## config.mk

```make
export PLATFORM = sky130hd
export DESIGN_NAME = ind_win_bridge
export DESIGN_NICKNAME = d
export VERILOG_FILES = /design/src/rtl/iwb_pkg.sv /design/src/rtl/iwb_seg_map.sv /design/src/rtl/iwb_poll.sv /design/src/rtl/ind_win_bridge.sv
export SDC_FILE = /design/constraint.sdc
export NUM_CORES = 1
export LEC_CHECK = 0
export BUFFER_PORTS_ARGS = -buffer_cell sky130_fd_sc_hd__buf_2
export CAP_MARGIN = 20
export CORE_MARGIN = 3
export CORE_UTILIZATION = 30
export CTS_CLUSTER_DIAMETER = 200
export DETAILED_ROUTE_END_ITERATION = 7
export PLACE_DENSITY_LB_ADDON = 0.05
export SLEW_MARGIN = 20
export SYNTH_ARGS = -nofsm -noshare
export SYNTH_HDL_FRONTEND = slang
export SYNTH_HIERARCHICAL = 1
export SYNTH_SLANG_ARGS = --single-unit
```

## constraint.sdc

```tcl
create_clock -name clk -period 3 [get_ports clk]
set_clock_uncertainty 0.2 [all_clocks]
set_input_delay 0.6 -clock clk [delete_from_list [all_inputs] [get_ports clk]]
set_output_delay 0.6 -clock clk [all_outputs]
set_load 0.01 [all_outputs]
```

## src/rtl/iwb_pkg.sv

```systemverilog
package iwb_pkg;

    localparam int WORD_W    = 32;
    localparam int SEG_LSB   = 20;
    localparam int SEG_IDX_W = WORD_W - SEG_LSB;

    typedef enum logic [3:0] {
        ST_IDLE,
        ST_DECODE,
        ST_LOCK,
        ST_WIN_WR,
        ST_WIN_RD,
        ST_WAIT,
        ST_DATA,
        ST_UNLOCK,
        ST_DONE
    } iwb_state_e;

    // Holes: entry zero and every entry whose low three bits are all ones.
    function automatic logic seg_defined(int unsigned idx);
        return (idx != 0) && ((idx % 8) != 7);
    endfunction

    function automatic logic [WORD_W-1:0] seg_base(int unsigned idx);
        return 32'h3000_0000 | (WORD_W'(idx) << SEG_LSB);
    endfunction

endpackage

```

## src/rtl/iwb_seg_map.sv

```systemverilog
module iwb_seg_map
    import iwb_pkg::*;
#(
    parameter int SEG_COUNT = 64
) (
    input  logic [SEG_IDX_W-1:0] seg_idx,
    output logic                 seg_ok,
    output logic [WORD_W-1:0]    seg_base_o
);
    localparam int SEL_W = $clog2(SEG_COUNT);

    logic [WORD_W-1:0] base_tbl [SEG_COUNT];
    logic              def_tbl  [SEG_COUNT];

    generate
        for (genvar g = 0; g < SEG_COUNT; g++) begin : g_entry
            assign base_tbl[g] = seg_base(g);
            assign def_tbl[g]  = seg_defined(g);
        end
    endgenerate

    logic             in_range;
    logic [SEL_W-1:0] sel;

    assign in_range   = (seg_idx < SEG_IDX_W'(SEG_COUNT));
    assign sel        = seg_idx[SEL_W-1:0];
    assign seg_ok     = in_range && def_tbl[sel];
    assign seg_base_o = base_tbl[sel];

endmodule

```

## src/rtl/iwb_poll.sv

```systemverilog
module iwb_poll #(
    parameter int MAX_TRIES = 100,
    parameter int POLL_WAIT = 1000
) (
    input  logic clk,
    input  logic rst_n,
    input  logic clear,
    input  logic miss,
    output logic last_try,
    output logic wait_done
);
    localparam int TRY_W  = $clog2(MAX_TRIES + 1);
    localparam int WAIT_W = $clog2(POLL_WAIT + 1);

    logic [TRY_W-1:0]  tries;
    logic [WAIT_W-1:0] gap;

    always_ff @(posedge clk or negedge rst_n) begin
        if (!rst_n) begin
            tries <= '0;
            gap   <= '0;
        end else if (clear) begin
            tries <= '0;
            gap   <= '0;
        end else if (miss) begin
            tries <= tries + 1'b1;
            gap   <= WAIT_W'(POLL_WAIT - 1);
        end else if (gap != '0) begin
            gap <= gap - 1'b1;
        end
    end

    assign last_try  = (tries == TRY_W'(MAX_TRIES - 1));
    assign wait_done = (gap == '0);

    AST_TRY_LIMIT: assert property (@(posedge clk) disable iff (!rst_n)
        tries < TRY_W'(MAX_TRIES)) else $error("retry count past limit");

endmodule

```

## src/rtl/ind_win_bridge.sv

```systemverilog
module ind_win_bridge
    import iwb_pkg::*;
#(
    parameter int               SEG_COUNT     = 64,
    parameter int               MAX_TRIES     = 100,
    parameter int               POLL_WAIT     = 1000,
    parameter logic [31:0]      WIN_ADDR      = 32'h0013_0000,
    parameter logic [31:0]      APERTURE_BASE = 32'h001E_0000
) (
    input  logic        clk,
    input  logic        rst_n,
    input  logic        host_req,
    input  logic        host_wr,
    input  logic [31:0] host_addr,
    input  logic [31:0] host_wdata,
    output logic        host_ack,
    output logic [31:0] host_rdata,
    output logic        host_err,
    output logic        sem_acq,
    input  logic        sem_rsp,
    input  logic        sem_ok,
    output logic        sem_rel,
    output logic        bus_req,
    output logic        bus_wr,
    output logic [31:0] bus_addr,
    output logic [31:0] bus_wdata,
    input  logic        bus_ack,
    input  logic [31:0] bus_rdata
);
    localparam int OFS_W = 16;

    iwb_state_e state, state_nx;

    logic [WORD_W-1:0] addr_q, wdata_q, win_q, rdata_q;
    logic              wr_q, err_q, lock_held, win_matched;

    logic              seg_ok;
    logic [WORD_W-1:0] seg_base_w;
    logic              last_try, wait_done, poll_clear, poll_miss;
    logic              win_hit;

    iwb_seg_map #(.SEG_COUNT(SEG_COUNT)) u_map (
        .seg_idx    (addr_q[WORD_W-1:SEG_LSB]),
        .seg_ok     (seg_ok),
        .seg_base_o (seg_base_w)
    );

    assign win_hit    = (bus_rdata == win_q);
    assign poll_clear = (state == ST_WIN_WR);
    assign poll_miss  = (state == ST_WIN_RD) && bus_ack && !win_hit && !last_try;

    iwb_poll #(.MAX_TRIES(MAX_TRIES), .POLL_WAIT(POLL_WAIT)) u_poll (
        .clk       (clk),
        .rst_n     (rst_n),
        .clear     (poll_clear),
        .miss      (poll_miss),
        .last_try  (last_try),
        .wait_done (wait_done)
    );

    // State register
    always_ff @(posedge clk or negedge rst_n) begin
        if (!rst_n) state <= ST_IDLE;
        else        state <= state_nx;
    end

    // Transitions
    always_comb begin
        state_nx = state;
        unique case (state)
            ST_IDLE:   if (host_req) state_nx = ST_DECODE;
            ST_DECODE: state_nx = seg_ok ? ST_LOCK : ST_DONE;
            ST_LOCK:   if (sem_rsp) state_nx = sem_ok ? ST_WIN_WR : ST_DONE;
            ST_WIN_WR: if (bus_ack) state_nx = ST_WIN_RD;
            ST_WIN_RD: if (bus_ack) begin
                if (win_hit)       state_nx = ST_DATA;
                else if (last_try) state_nx = ST_UNLOCK;
                else               state_nx = ST_WAIT;
            end
            ST_WAIT:   if (wait_done) state_nx = ST_WIN_RD;
            ST_DATA:   if (bus_ack) state_nx = ST_UNLOCK;
            ST_UNLOCK: state_nx = ST_DONE;
            ST_DONE:   state_nx = ST_IDLE;
            default:   state_nx = ST_IDLE;
        endcase
    end

    // Request context
    always_ff @(posedge clk or negedge rst_n) begin
        if (!rst_n) begin
            addr_q      <= '0;
            wdata_q     <= '0;
            wr_q        <= 1'b0;
            win_q       <= '0;
            rdata_q     <= '0;
            err_q       <= 1'b0;
            lock_held   <= 1'b0;
            win_matched <= 1'b0;
        end else begin
            unique case (state)
                ST_IDLE: if (host_req) begin
                    addr_q      <= host_addr;
                    wdata_q     <= host_wdata;
                    wr_q        <= host_wr;
                    rdata_q     <= '0;
                    err_q       <= 1'b0;
                    win_matched <= 1'b0;
                end
                ST_DECODE: begin
                    if (!seg_ok) err_q <= 1'b1;
                    win_q <= seg_base_w | {12'h000, addr_q[19:16], 16'h0000};
                end
                ST_LOCK: if (sem_rsp) begin
                    if (sem_ok) lock_held <= 1'b1;
                    else        err_q     <= 1'b1;
                end
                ST_WIN_RD: if (bus_ack) begin
                    if (win_hit)       win_matched <= 1'b1;
                    else if (last_try) err_q       <= 1'b1;
                end
                ST_DATA: if (bus_ack && !wr_q) rdata_q <= bus_rdata;
                ST_UNLOCK: lock_held <= 1'b0;
                default: ;
            endcase
        end
    end

    // Outputs
    always_comb begin
        host_ack   = (state == ST_DONE);
        host_rdata = rdata_q;
        host_err   = err_q;
        sem_acq    = (state == ST_LOCK);
        sem_rel    = (state == ST_UNLOCK);
        bus_req    = (state == ST_WIN_WR) || (state == ST_WIN_RD) || (state == ST_DATA);
        bus_wr     = (state == ST_WIN_WR) || ((state == ST_DATA) && wr_q);
        bus_addr   = (state == ST_DATA)
                   ? (APERTURE_BASE | {{(WORD_W-OFS_W){1'b0}}, addr_q[OFS_W-1:0]})
                   : WIN_ADDR;
        bus_wdata  = (state == ST_WIN_WR) ? win_q : (wr_q ? wdata_q : '0);
    end

    AST_BUS_LOCKED: assert property (@(posedge clk) disable iff (!rst_n)
        bus_req |-> lock_held) else $error("bus used without lock");
    AST_ACK_UNLOCKED: assert property (@(posedge clk) disable iff (!rst_n)
        host_ack |-> !lock_held) else $error("ack while lock held");
    AST_ACK_PULSE: assert property (@(posedge clk) disable iff (!rst_n)
        host_ack |=> !host_ack) else $error("ack longer than a cycle");
    AST_DATA_AFTER_MATCH: assert property (@(posedge clk) disable iff (!rst_n)
        (bus_req && (bus_addr != WIN_ADDR)) |-> win_matched) else $error("data before match");
    AST_SEG_VALID: assert property (@(posedge clk) disable iff (!rst_n)
        (bus_req || sem_acq) |-> seg_ok) else $error("traffic on bad segment");
    AST_WIN_NIBBLE: assert property (@(posedge clk) disable iff (!rst_n)
        (bus_req && bus_wr && (bus_addr == WIN_ADDR)) |-> (bus_wdata[19:16] == addr_q[19:16]))
        else $error("window nibble wrong");

endmodule

```

==> results.md, run 1 <==
* Height of the die at ~170 microns
* Yosys warnings at 6
* Sequential share of the synthesized area at 0.496
* Pwr Total at a little over 8 mW
* Routed via count at between 5000 and 6000
* Crit path max-delay family: simple AND/OR/NAND/NOR gates
* Netlist cell types at 57
* # IOs at 205
* CP peak stage delay at 0.39 ns
* Failing checks: setup timing
* Initial antenna violation count at 4
* Worst R2R End: u_poll/tries[5]
* Final Non-Filler Cells at 1292
* Max transition margin at 0.473
* PwrDens at around 830 nW/um^2
* Status: finished, violations left
* Routed length per instance at about 18 microns
* Number of global-route vias before repair at between 5000 and 6000
* Net Sw Frac at 0.355
* Initial Util at 0.309
* Setup Crit Path Kind: register to register
* Pleak at 4.44 nW
* Fin crit share at 1.00
* CTS tree: done
* Comb pwr share at 0.315
* Hold/Removal Path Class: input port to register
* Post-Syn Area at roughly 7600 sq um
* Final net count at approximately 1100
* Count of final hold-check violations at 0
* Placed wire-length estimate at around 16000 microns
* TritonCTS buffer count at 17
* First drt pass iteration count at 4
* Peak VDD IR at 382 uV
* Psw at about 2.9 mW
* Asr flop ratio synth at 1.00
* Critical path arrival at around 3.2 ns
* Global-route wire length before repair at between 30000 and 40000 microns
* Worst-skew pair later-pin latency at around 0.42 ns
* Routability cong. at between 0.8 and 0.9
* WHS Endpoint: addr_q[1]
* DR DRC count at 0
* Slew @ Worst Pin at ~0.8 ns
* CTS max path bufs at 2
* DIE AREA at approximately 27000 sq um
* Final wirelength at around 23000 microns
* Final Max Tran Viols at 0
* Sequential power share at 0.419
* Hold Path Origin: host_addr[1]
* FP Rows at 57
* Finish-stage setup viols at 1
* Number of buffers added on ports at about 190
* Critical Path RT at 3.15 ns
* Total track usage at 0.164
* Clock Power Share at 0.266
* Post-synthesis cell count at between 700 and 800
* Drt first-iter violations at a little over 400
* Worst Path Buf+Inv at 4
* Reg2Reg Setup Slack at -0.01 ns
* Cell count of the worst reg-to-reg path at 13
* Max FO, Critical Path at 6
* Clock Sinks at 151
* Synth Flop Type: dfrtp_1
* Crit-path slowest cell: or3b_4
* Clock transition at path regs at approximately 0.07 ns
* WP depth at 13
* Grt ovf at 0
* P_int at 5.24 mW
* Largest net degree at the start of global routing at between 70 and 80
* Seq cells post-synth at between 150 and 200
* Ant diodes at 0
* Hold depth at 2
* Critical path cell sequence: inv_1 -> ha_2 -> or3b_4 -> nor3_2 -> inv_1 -> a221oi_2 -> a211oi_2 -> nor4b_4 -> buf_6 -> buf_6 -> nand4_1 -> or3_1 -> a21oi_1
* Post-route setup slack at -0.0147 ns
* Die Width at 165 microns
* Minimum clock period at roughly 3.0 ns
* Max Cap Viol at 0
* Area Overhead vs Synth at 28.2%
* EDFF count, synth at 0
* Antenna Nets Post-Route at 0
* Core Region at roughly 25000 sq um
* RSZ-0062 raised after global routing: true
* Via/cell ratio at about 4.6
* Crit path launch type: register
* Cells after DPL at ~1200
* Root Driver: clkbuf_16
* FMAX at 332 MHz
* Worst R2R Start: u_poll/gap[0]
* Layout cells sized above 1 at 0.357
* H-tree depth at 4
* Crit. End Element: register
* Synthesized area per cell at 10.2 sq um
==> layout by cell type (no fill, tap or decap), drive strengths merged, types with 2 or more instances in the layout <==
cell type and instances:
o21ai 71, mux2 94, or3 3, ha 2, nor2b 3, nor3 11, nand3b 2, nor2 29
nand2b 5, nor4 6, o31ai 4, inv 17, and2 16, xor2 3, nand2 139, mux2i 2
a2111oi 3, clkinvlp 2, nand4 11, nand3 3, clkbuf 18, or4 6, a211oi 6, a21boi 2
dfrtp 151, buf 240, clkinv 4, conb 39, xnor2 34, a221o 2, a21oi 17, a31oi 4
and3 2
==> kinds of logic after synthesis <==
group	synth area share
adder cells (fa/ha/maj)	0.00329
buffers and inverters	0.0769
multiplexers	0.142
XOR/XNOR	0.0426
AND/OR/NAND/NOR	0.146
other	0.00197
flip-flops	0.496
AO/OA/AOI/OAI	0.0911
==> worst max path at each step <==
| stage | from | endpoint | slack [ns] |
|---|---|---|---|
| 3_5_place_dp | u_poll/gap[6] | u_poll/gap[1] | -0.14 |
| 6_report | u_poll/gap[0] | u_poll/tries[5] | -0.01 |
| 4_1_cts | u_poll/gap[0] | u_poll/gap[1] | -0.002 |
| 2_1_floorplan | u_poll/gap[0] | u_poll/tries[6] | 0.02 |
| 5_1_grt | u_poll/gap[0] | u_poll/tries[5] | -0.14 |
| 3_3_place_gp | u_poll/gap[6] | u_poll/gap[1] | -0.14 |
==> power groups by stage <==
stage               sequential [mW]  clock [mW]  combinational [mW]
floorplan                      3.16           0                1.85
global placement               3.46           0                2.57
global route                   3.52        2.31                2.86
finish                         3.41        2.16                2.56
detailed placement             3.45           0                2.58
CTS                            3.41        2.24                2.59
==> layer usage <==
layer / part of all wire / wire, microns / track usage / vias up
met3: 0.075 / 1710 / 0.0511 / 22
met5: 0.0015 / 35 / 0 / -
li1: - / - / - / 2904
met4: 0.010 / 238 / 0.0408 / 8
met1: 0.50 / 11400 / 0.245 / 2815
met2: 0.41 / 9400 / 0.229 / 175
==> registers in the layout, summed over array words and instances (netlist names) <==
name and count:
host_err 1, u_poll/gap 10, state 4, host_rdata 32, win_q 32, u_poll/tries 7, addr_q 32, wdata_q 32
wr_q 1
==> final cells by class <==
| type | instances | area [sq um] |
|---|---|---|
| timing repair buffer | 242 | 1440 |
| clock inverter | 15 | 159 |
| sequential | 151 | 3780 |
| clock buffer | 17 | 425 |
| fill | 2515 | 14800 |
| inverter | 9 | 36.3 |
| multi-input combinational | 534 | 3510 |
| tap | 324 | 405 |
==> synthesized netlist by cell type, drive strengths merged (5+ instances only) <==
library cell / number / area [sq um]
nand4: 11 / 68.8
and2: 16 / 100
nor3: 11 / 55.1
a21oi: 17 / 85.1
nor2: 28 / 108
or4: 6 / 48.8
inv: 9 / 33.8
mux2: 94 / 1060
clkbuf: 19 / 72.6
nor4: 6 / 37.5
dfrtp: 151 / 3780
xnor2: 34 / 298
buf: 70 / 479
o21ai: 71 / 355
a211oi: 6 / 50.1
nand2b: 5 / 31.3
nand2: 139 / 522
==> through the flow <==
| step | hold slack, ns | setup TNS [ns] | utilization | worst slack (ns) | area (sq um) |
|---|---|---|---|---|---|
| after floorplan | 0.104 | 0 | - | 0.0207 | 7770 |
| after global placement | 0.259 | -0.540 | 0.364 | -0.136 | 8950 |
| after detailed placement | 0.266 | -0.601 | 0.364 | -0.144 | 8950 |
| after CTS | 0.159 | -0.00161 | 0.389 | -0.00161 | 9570 |
| after global routing | 0.168 | -0.809 | 0.397 | -0.141 | 9760 |
| final | 0.181 | -0.0147 | 0.397 | -0.0147 | 9760 |
==> what timing repair did <==
item,4_1_cts,5_1_grt
endpoints found under the setup margin,39,48
hold endpoints to repair,47,0
resized for setup,5,22
buffers inserted,1,11
cloned,0,2
pin swaps,3,12
hold buffers,1,0
Power figures use the tool's default switching activity.
==> run 2: changes to the inputs <==
--- a/config.mk
+++ b/config.mk
@@ -6,11 +6,11 @@
 export NUM_CORES = 1
 export LEC_CHECK = 0
 export BUFFER_PORTS_ARGS = -buffer_cell sky130_fd_sc_hd__buf_2
-export CAP_MARGIN = 20
 export CORE_MARGIN = 3
 export CORE_UTILIZATION = 30
 export CTS_CLUSTER_DIAMETER = 200
 export DETAILED_ROUTE_END_ITERATION = 7
+export GPL_TIMING_DRIVEN = 0
 export PLACE_DENSITY_LB_ADDON = 0.05
 export SLEW_MARGIN = 20
 export SYNTH_ARGS = -nofsm -noshare
==> run 2 against run 1 <==
  * The run now ends clean
  * Critical endpoint is now u_poll/tries[6]
  * Non-clock buffer count rose by 53
  * Largest power group unchanged
  * Die area unchanged
  * Highest routed layer unchanged
  * First-iteration DRC count down 10%
==> results.md, run 2 (synthesis gave the netlist of run 1 again) <==
* Status: finished clean (was finished, violations left)
* Core Region at 24600 sq um (unchanged)
* RSZ-0062 raised after global routing: true (unchanged)
* Critical Path RT at 3.15 ns (about the same)
* Height of the die at 165 microns (unchanged)
* CTS max path bufs at 2 (unchanged)
* Crit-path slowest cell: or4_4 (was or3b_4)
* Pleak at 4.64 nW (was 4.44 nW)
* Final wirelength at 22500 microns (was 22800 microns)
* Critical path cell sequence: inv_1 -> ha_2 -> or3b_4 -> nor3_4 -> inv_2 -> a221oi_4 -> a211oi_4 -> nor4b_2 -> clkbuf_8 -> nand2_2 -> or4_4 -> a21oi_2 (was inv_1 -> ha_2 -> or3b_4 -> nor3_2 -> inv_1 -> a221oi_2 -> a211oi_2 -> nor4b_4 -> buf_6 -> buf_6 -> nand4_1 -> or3_1 -> a21oi_1)
* FP Rows at 57 (unchanged)
* Clock Sinks at 151 (unchanged)
* Die Width at 165 microns (unchanged)
* Max Cap Viol at 0 (unchanged)
* Register area at 3780 sq um (about the same)
* Worst-skew pair later-pin latency at 0.42 ns (about the same)
* Initial Util at 0.309 (unchanged)
* Routed via count at 6030 (was 5924)
* Clock transition at path regs at 0.07 ns (about the same)
* Drt first-iter violations at 369 (was 410)
* Crit. End Element: register (unchanged)
* Grt ovf at 0 (unchanged)
* Max FO, Critical Path at 8 (was 6)
* Pwr Total at 8.23 mW (was 8.12 mW)
* Area Overhead vs Synth at 32.1% (was 28.2%)
* Area of the multi-input gates at 3500 sq um (was 3510 sq um)
* DR DRC count at 0 (unchanged)
* CP peak stage delay at 0.48 ns (was 0.39 ns)
* Peak VDD IR at 384 uV (was 382 uV)
* Routability cong. at 0.792 (was 0.828)
* DIE AREA at 27300 sq um (unchanged)
* Crit path launch type: register (unchanged)
* Routed length per instance at 16.7 microns (was 17.6 microns)
* CTS tree: done (unchanged)
* TritonCTS buffer count at 17 (unchanged)
* Final Max Tran Viols at 0 (unchanged)
* Dpl cell area at 9200 sq um (was 8950 sq um)
* Crit path max-delay family: simple AND/OR/NAND/NOR gates (unchanged)
* # fillers at 2507 (was 2515)
* Most frequent cells in the layout: buf_2, dfrtp_1, nand2_1, buf_4, o21ai_0 (was buf_2, dfrtp_1, nand2_1, o21ai_0, mux2_1)
* Hold/Removal Path Class: input port to register (unchanged)
* Slew @ Worst Pin at 0.660 ns (was 0.784 ns)
* Minimum clock period at 2.95 ns (was 3.01 ns)
* Antenna Nets Post-Route at 0 (unchanged)
* Largest net degree at the start of global routing at 85 (was 79)
* Critical path arrival at 3.10 ns (was 3.16 ns)
* FMAX at 339 MHz (was 332 MHz)
* Layout cells sized above 1 at 0.375 (was 0.357)
* Number of global-route vias before repair at 5994 (was 5917)
* Worst Path Buf+Inv at 3 (was 4)
* Global-route wire length before repair at 34500 microns (was 34400 microns)
* H-tree depth at 4 (unchanged)
* Via/cell ratio at 4.49 (was 4.59)
* Root Driver: clkbuf_16 (unchanged)
* Final net count at 1112 (was 1060)
* Fin crit share at 0.983 (was 1.00)
* PwrDens at 819 nW/um^2 (was 832 nW/um^2)
* Most common cell after layout, fill and taps aside: buf_2 (unchanged)
* Finish-stage setup viols at 0 (was 1)
* Post-route cell area at 10100 sq um (was 9760 sq um)
* # IOs at 205 (unchanged)
* Max transition margin at 0.556 (was 0.473)
* First drt pass iteration count at 5 (was 4)
* Initial antenna violation count at 4 (unchanged)
* Count of final hold-check violations at 0 (unchanged)
* Total track usage at 0.166 (was 0.164)
* Setup Crit Path Kind: register to register (unchanged)
* Number of buffers added on ports at 191 (unchanged)
* Placed wire-length estimate at 17300 microns (was 16300 microns)
## run 2: changes by cell type in the layout (fill, tap and decap cells not counted), sizes merged
| cell | change |
|---|---|
| buf | +36 |
| clkbuf | +20 |
| inv | -7 |
| bufinv | +2 |
| diode | +2 |
| nor2 | -1 |
## run 2: cell type report
cell class | count | share of cell area
sequential | 151 | 0.376
multi-input combinational | 533 | 0.348
timing repair buffer | 208 | 0.113
buffer | 87 | 0.0599
clock buffer | 20 | 0.0444
tap | 324 | 0.0403
clock inverter | 10 | 0.0148
inverter | 9 | 0.00336
antenna | 2 | 0.000498
## run 2: per-stage QoR
stage	setup WS, ns	setup TNS, ns	std cells	utilization	hold slack, ns
finish	0.0505	0	1344	0.409	0.185
global placement	-1.46	-222.80	1297	0.371	0.262
floorplan	0.0207	0	782	-	0.104
detailed placement	-0.419	-3.72	1299	0.374	0.204
global route	-0.0791	-0.302	1343	0.409	0.166
CTS	-0.000646	-0.000646	1337	0.404	0.165
## run 2: timing repair
| action | CTS | global route |
|---|---|---|
| pin swaps | 6 | 4 |
| gates resized for setup | 24 | 22 |
| endpoints found under the hold margin | 7 | 0 |
| endpoints found under the setup margin | 67 | 60 |
| hold buffers | 1 | 0 |
| setup buffers | 9 | 5 |
## run 2: final timing paths
kind / startpoint / end / slack [ns] / depth (start not counted)
worst max register to register: u_poll/gap[1] / u_poll/tries[6] / 0.05 / 12
worst min register to register: host_rdata[23] / host_rdata[23] / 0.27 / 2
min in group asynchronous: rst_n / u_poll/tries[6] / 0.37 / 2
worst min-delay path: host_wdata[28] / wdata_q[28] / 0.18 / 2
max in group asynchronous: rst_n / addr_q[6] / 1.26 / 4
worst max-delay path: u_poll/gap[1] / u_poll/tries[6] / 0.05 / 12
## run 2: metal layers
metal | GRT usage | wire length, microns | up-vias
met5 | 0 | 34 | -
met4 | 0.0465 | 280 | 6
met3 | 0.0501 | 1720 | 21
met2 | 0.238 | 9570 | 177
met1 | 0.243 | 10900 | 2834
li1 | - | - | 2992
## run 2: where the power goes
| part | switching [mW] | total [mW] | internal (mW) |
|---|---|---|---|
| registers | 0.604 | 3.37 | 2.76 |
| clock network | 0.879 | 2.21 | 1.33 |
| logic | 1.31 | 2.66 | 1.35 |
==> run 3: changes to the inputs <==
--- a/config.mk
+++ b/config.mk
@@ -6,7 +6,7 @@
 export NUM_CORES = 1
 export LEC_CHECK = 0
 export BUFFER_PORTS_ARGS = -buffer_cell sky130_fd_sc_hd__buf_2
-export CORE_MARGIN = 3
+export CORE_MARGIN = 8
 export CORE_UTILIZATION = 30
 export CTS_CLUSTER_DIAMETER = 200
 export DETAILED_ROUTE_END_ITERATION = 7
@@ -17,3 +17,4 @@
 export SYNTH_HDL_FRONTEND = slang
 export SYNTH_HIERARCHICAL = 1
 export SYNTH_SLANG_ARGS = --single-unit
+export TNS_END_PERCENT = 5
==> run 3 against run 2 <==
  * Highest routed layer unchanged
  * Count of clock-buffer cells in the layout did not move
  * Non-clock buffer count fell by 5
  * First-iteration DRC count fell by 17%
  * Largest power group unchanged
  * Sequential power barely moved
==> results.md, run 3 (synthesis gave the netlist of run 1 again) <==
* Status: finished clean (unchanged)
* WHS at 0.187 ns (was 0.185 ns)
* Critical path arrival at 3.11 ns (was 3.10 ns)
* CTS tree: done (unchanged)
* Crit-path slowest cell: or4_4 (unchanged)
* PwrDens at 835 nW/um^2 (was 819 nW/um^2)
* Worst-skew pair later-pin latency at 0.42 ns (about the same)
* Pwr Total at 8.33 mW (was 8.23 mW)
* Cells after DPL at 1304 (was 1299)
* Critical path cell sequence: or4_4 -> nor3_4 -> inv_1 -> a221oi_2 -> a211oi_2 -> nor4b_2 -> buf_4 -> nand2_1 -> or4_4 -> a21oi_2 (was inv_1 -> ha_2 -> or3b_4 -> nor3_4 -> inv_2 -> a221oi_4 -> a211oi_4 -> nor4b_2 -> clkbuf_8 -> nand2_2 -> or4_4 -> a21oi_2)
* Area of the multi-input gates at 3450 sq um (was 3500 sq um)
* Initial Util at 0.304 (was 0.309)
* CTS max path bufs at 2 (unchanged)
* Worst Path Buf+Inv at 2 (was 3)
* FP Rows at 58 (was 57)
* RSZ-0062 raised after global routing: true (unchanged)
* Via/cell ratio at 4.49 (about the same)
* Crit path launch type: register (unchanged)
* Most used cell, CP: or4_4
* Fin crit share at 0.987 (was 0.983)
* DIE AREA at 30700 sq um (was 27300 sq um)
* Util after Layout at 0.399 (was 0.409)
* Minimum clock period at 2.96 ns (was 2.95 ns)
* DR DRC count at 0 (unchanged)
* Placed wire-length estimate at 18200 microns (was 17300 microns)
* TritonCTS buffer count at 17 (unchanged)
* Antenna Nets Post-Route at 0 (unchanged)
* Global-route wire length before repair at 37000 microns (was 34500 microns)
* # IOs at 205 (unchanged)
* Largest net degree at the start of global routing at 92 (was 85)
* Most frequent cells in the layout: buf_2, dfrtp_1, nand2_1, buf_4, o21ai_0 (unchanged)
* Routed length per instance at 17.5 microns (was 16.7 microns)
* Setup TNS at 0 ns (unchanged)
* Max Cap Viol at 0 (unchanged)
* Hold/Removal Path Class: input port to register (unchanged)
* Clock transition at path regs at 0.07 ns (about the same)
* Max transition margin at 0.531 (was 0.556)
* Final Non-Filler Cells at 1349 (was 1344)
* Layout cells sized above 1 at 0.367 (was 0.375)
* # fillers at 2555 (was 2507)
* Register area at 3780 sq um (about the same)
* Finish-stage setup viols at 0 (unchanged)
* Number of global-route vias before repair at 6339 (was 5994)
* Peak VDD IR at 449 uV (was 384 uV)
* Total track usage at 0.155 (was 0.166)
* WL met3 at 1760 microns (was 1720 microns)
* Number of buffers added on ports at 191 (unchanged)
* H-tree depth at 4 (unchanged)
* Initial antenna violation count at 6 (was 4)
* Max FO, Critical Path at 8 (unchanged)
* Setup Crit Path Kind: register to register (unchanged)
* Final wirelength at 23600 microns (was 22500 microns)
* Root Driver: clkbuf_16 (unchanged)
* Crit path max-delay family: simple AND/OR/NAND/NOR gates (unchanged)
* CP peak stage delay at 0.58 ns (was 0.48 ns)
* Die Width at 175 microns (was 165 microns)
* Grt ovf at 0 (unchanged)
* Area Overhead vs Synth at 31.2% (was 32.1%)
* Highest routed layer: met5 (unchanged)
* Routed via count at 6057 (was 6030)
* Core Region at 25000 sq um (was 24600 sq um)
* Critical Path RT at 3.15 ns (about the same)
* Height of the die at 175 microns (was 165 microns)
* Drt first-iter violations at 307 (was 369)
* Slew @ Worst Pin at 0.696 ns (was 0.660 ns)
* First drt pass iteration count at 5 (unchanged)
* FMAX at 338 MHz (was 339 MHz)
* Routability cong. at 0.817 (was 0.792)
* Met1 wire length at 11200 microns (was 10900 microns)
* Pleak at 4.62 nW (was 4.64 nW)
* Clock Sinks at 151 (unchanged)
* Most common cell after layout, fill and taps aside: buf_2 (unchanged)
* Crit. End Element: register (unchanged)
* Met2 wire len at 10400 microns (was 9570 microns)
* Count of final hold-check violations at 0 (unchanged)
* Final net count at 1107 (was 1112)
* Final Max Tran Viols at 0 (unchanged)
[run 3: layer usage]
layer,global-route usage,vias to the layer above
li1,-,2990
met1,0.210,2853
met2,0.232,184
met3,0.0550,24
met4,0.0389,6
met5,0,-
[run 3: what timing repair did]
item,4_1_cts,5_1_grt
buffers inserted,7,2
hold endpoints to repair,60,0
gates resized for setup,21,13
hold buffers,1,0
pin swaps,8,6
endpoints found under the setup margin,68,54
[run 3: layout make-up]
type	instances	share of cell area
sequential	151	0.378
buffer	88	0.0591
timing repair buffer	202	0.107
multi-input combinational	533	0.346
tap	330	0.0414
inverter	9	0.00338
clock inverter	12	0.0188
clock buffer	20	0.0447
antenna	4	0.00100
[run 3: report_power, final]
| part | internal [mW] | switching, mW | leakage (nW) |
|---|---|---|---|
| registers | 2.76 | 0.586 | 1.85 |
| logic | 1.33 | 1.32 | 2.47 |
| clock network | 1.43 | 0.902 | 0.302 |
| total | 5.52 | 2.81 | 4.62 |
[run 3: path summary, 6_finish.rpt]
| path | start | end | slack (ns) | cells past startpoint |
|---|---|---|---|---|
| max | u_poll/gap[9] | u_poll/tries[6] | 0.04 | 10 |
| min | host_addr[20] | addr_q[20] | 0.19 | 2 |
| max reg2reg | u_poll/gap[9] | u_poll/tries[6] | 0.04 | 10 |
| min reg2reg | host_rdata[19] | host_rdata[19] | 0.27 | 2 |
| max in group asynchronous | rst_n | wdata_q[11] | 1.25 | 3 |
| min in group asynchronous | rst_n | u_poll/tries[6] | 0.49 | 2 |
[run 3: through the flow]
step	setup slack, ns	instance area [sq um]
after floorplan	0.0207	7770
after global placement	-1.47	9140
after detailed placement	-0.365	9180
after CTS	-0.0515	9930
after global routing	-0.109	9980
final	0.0403	9980
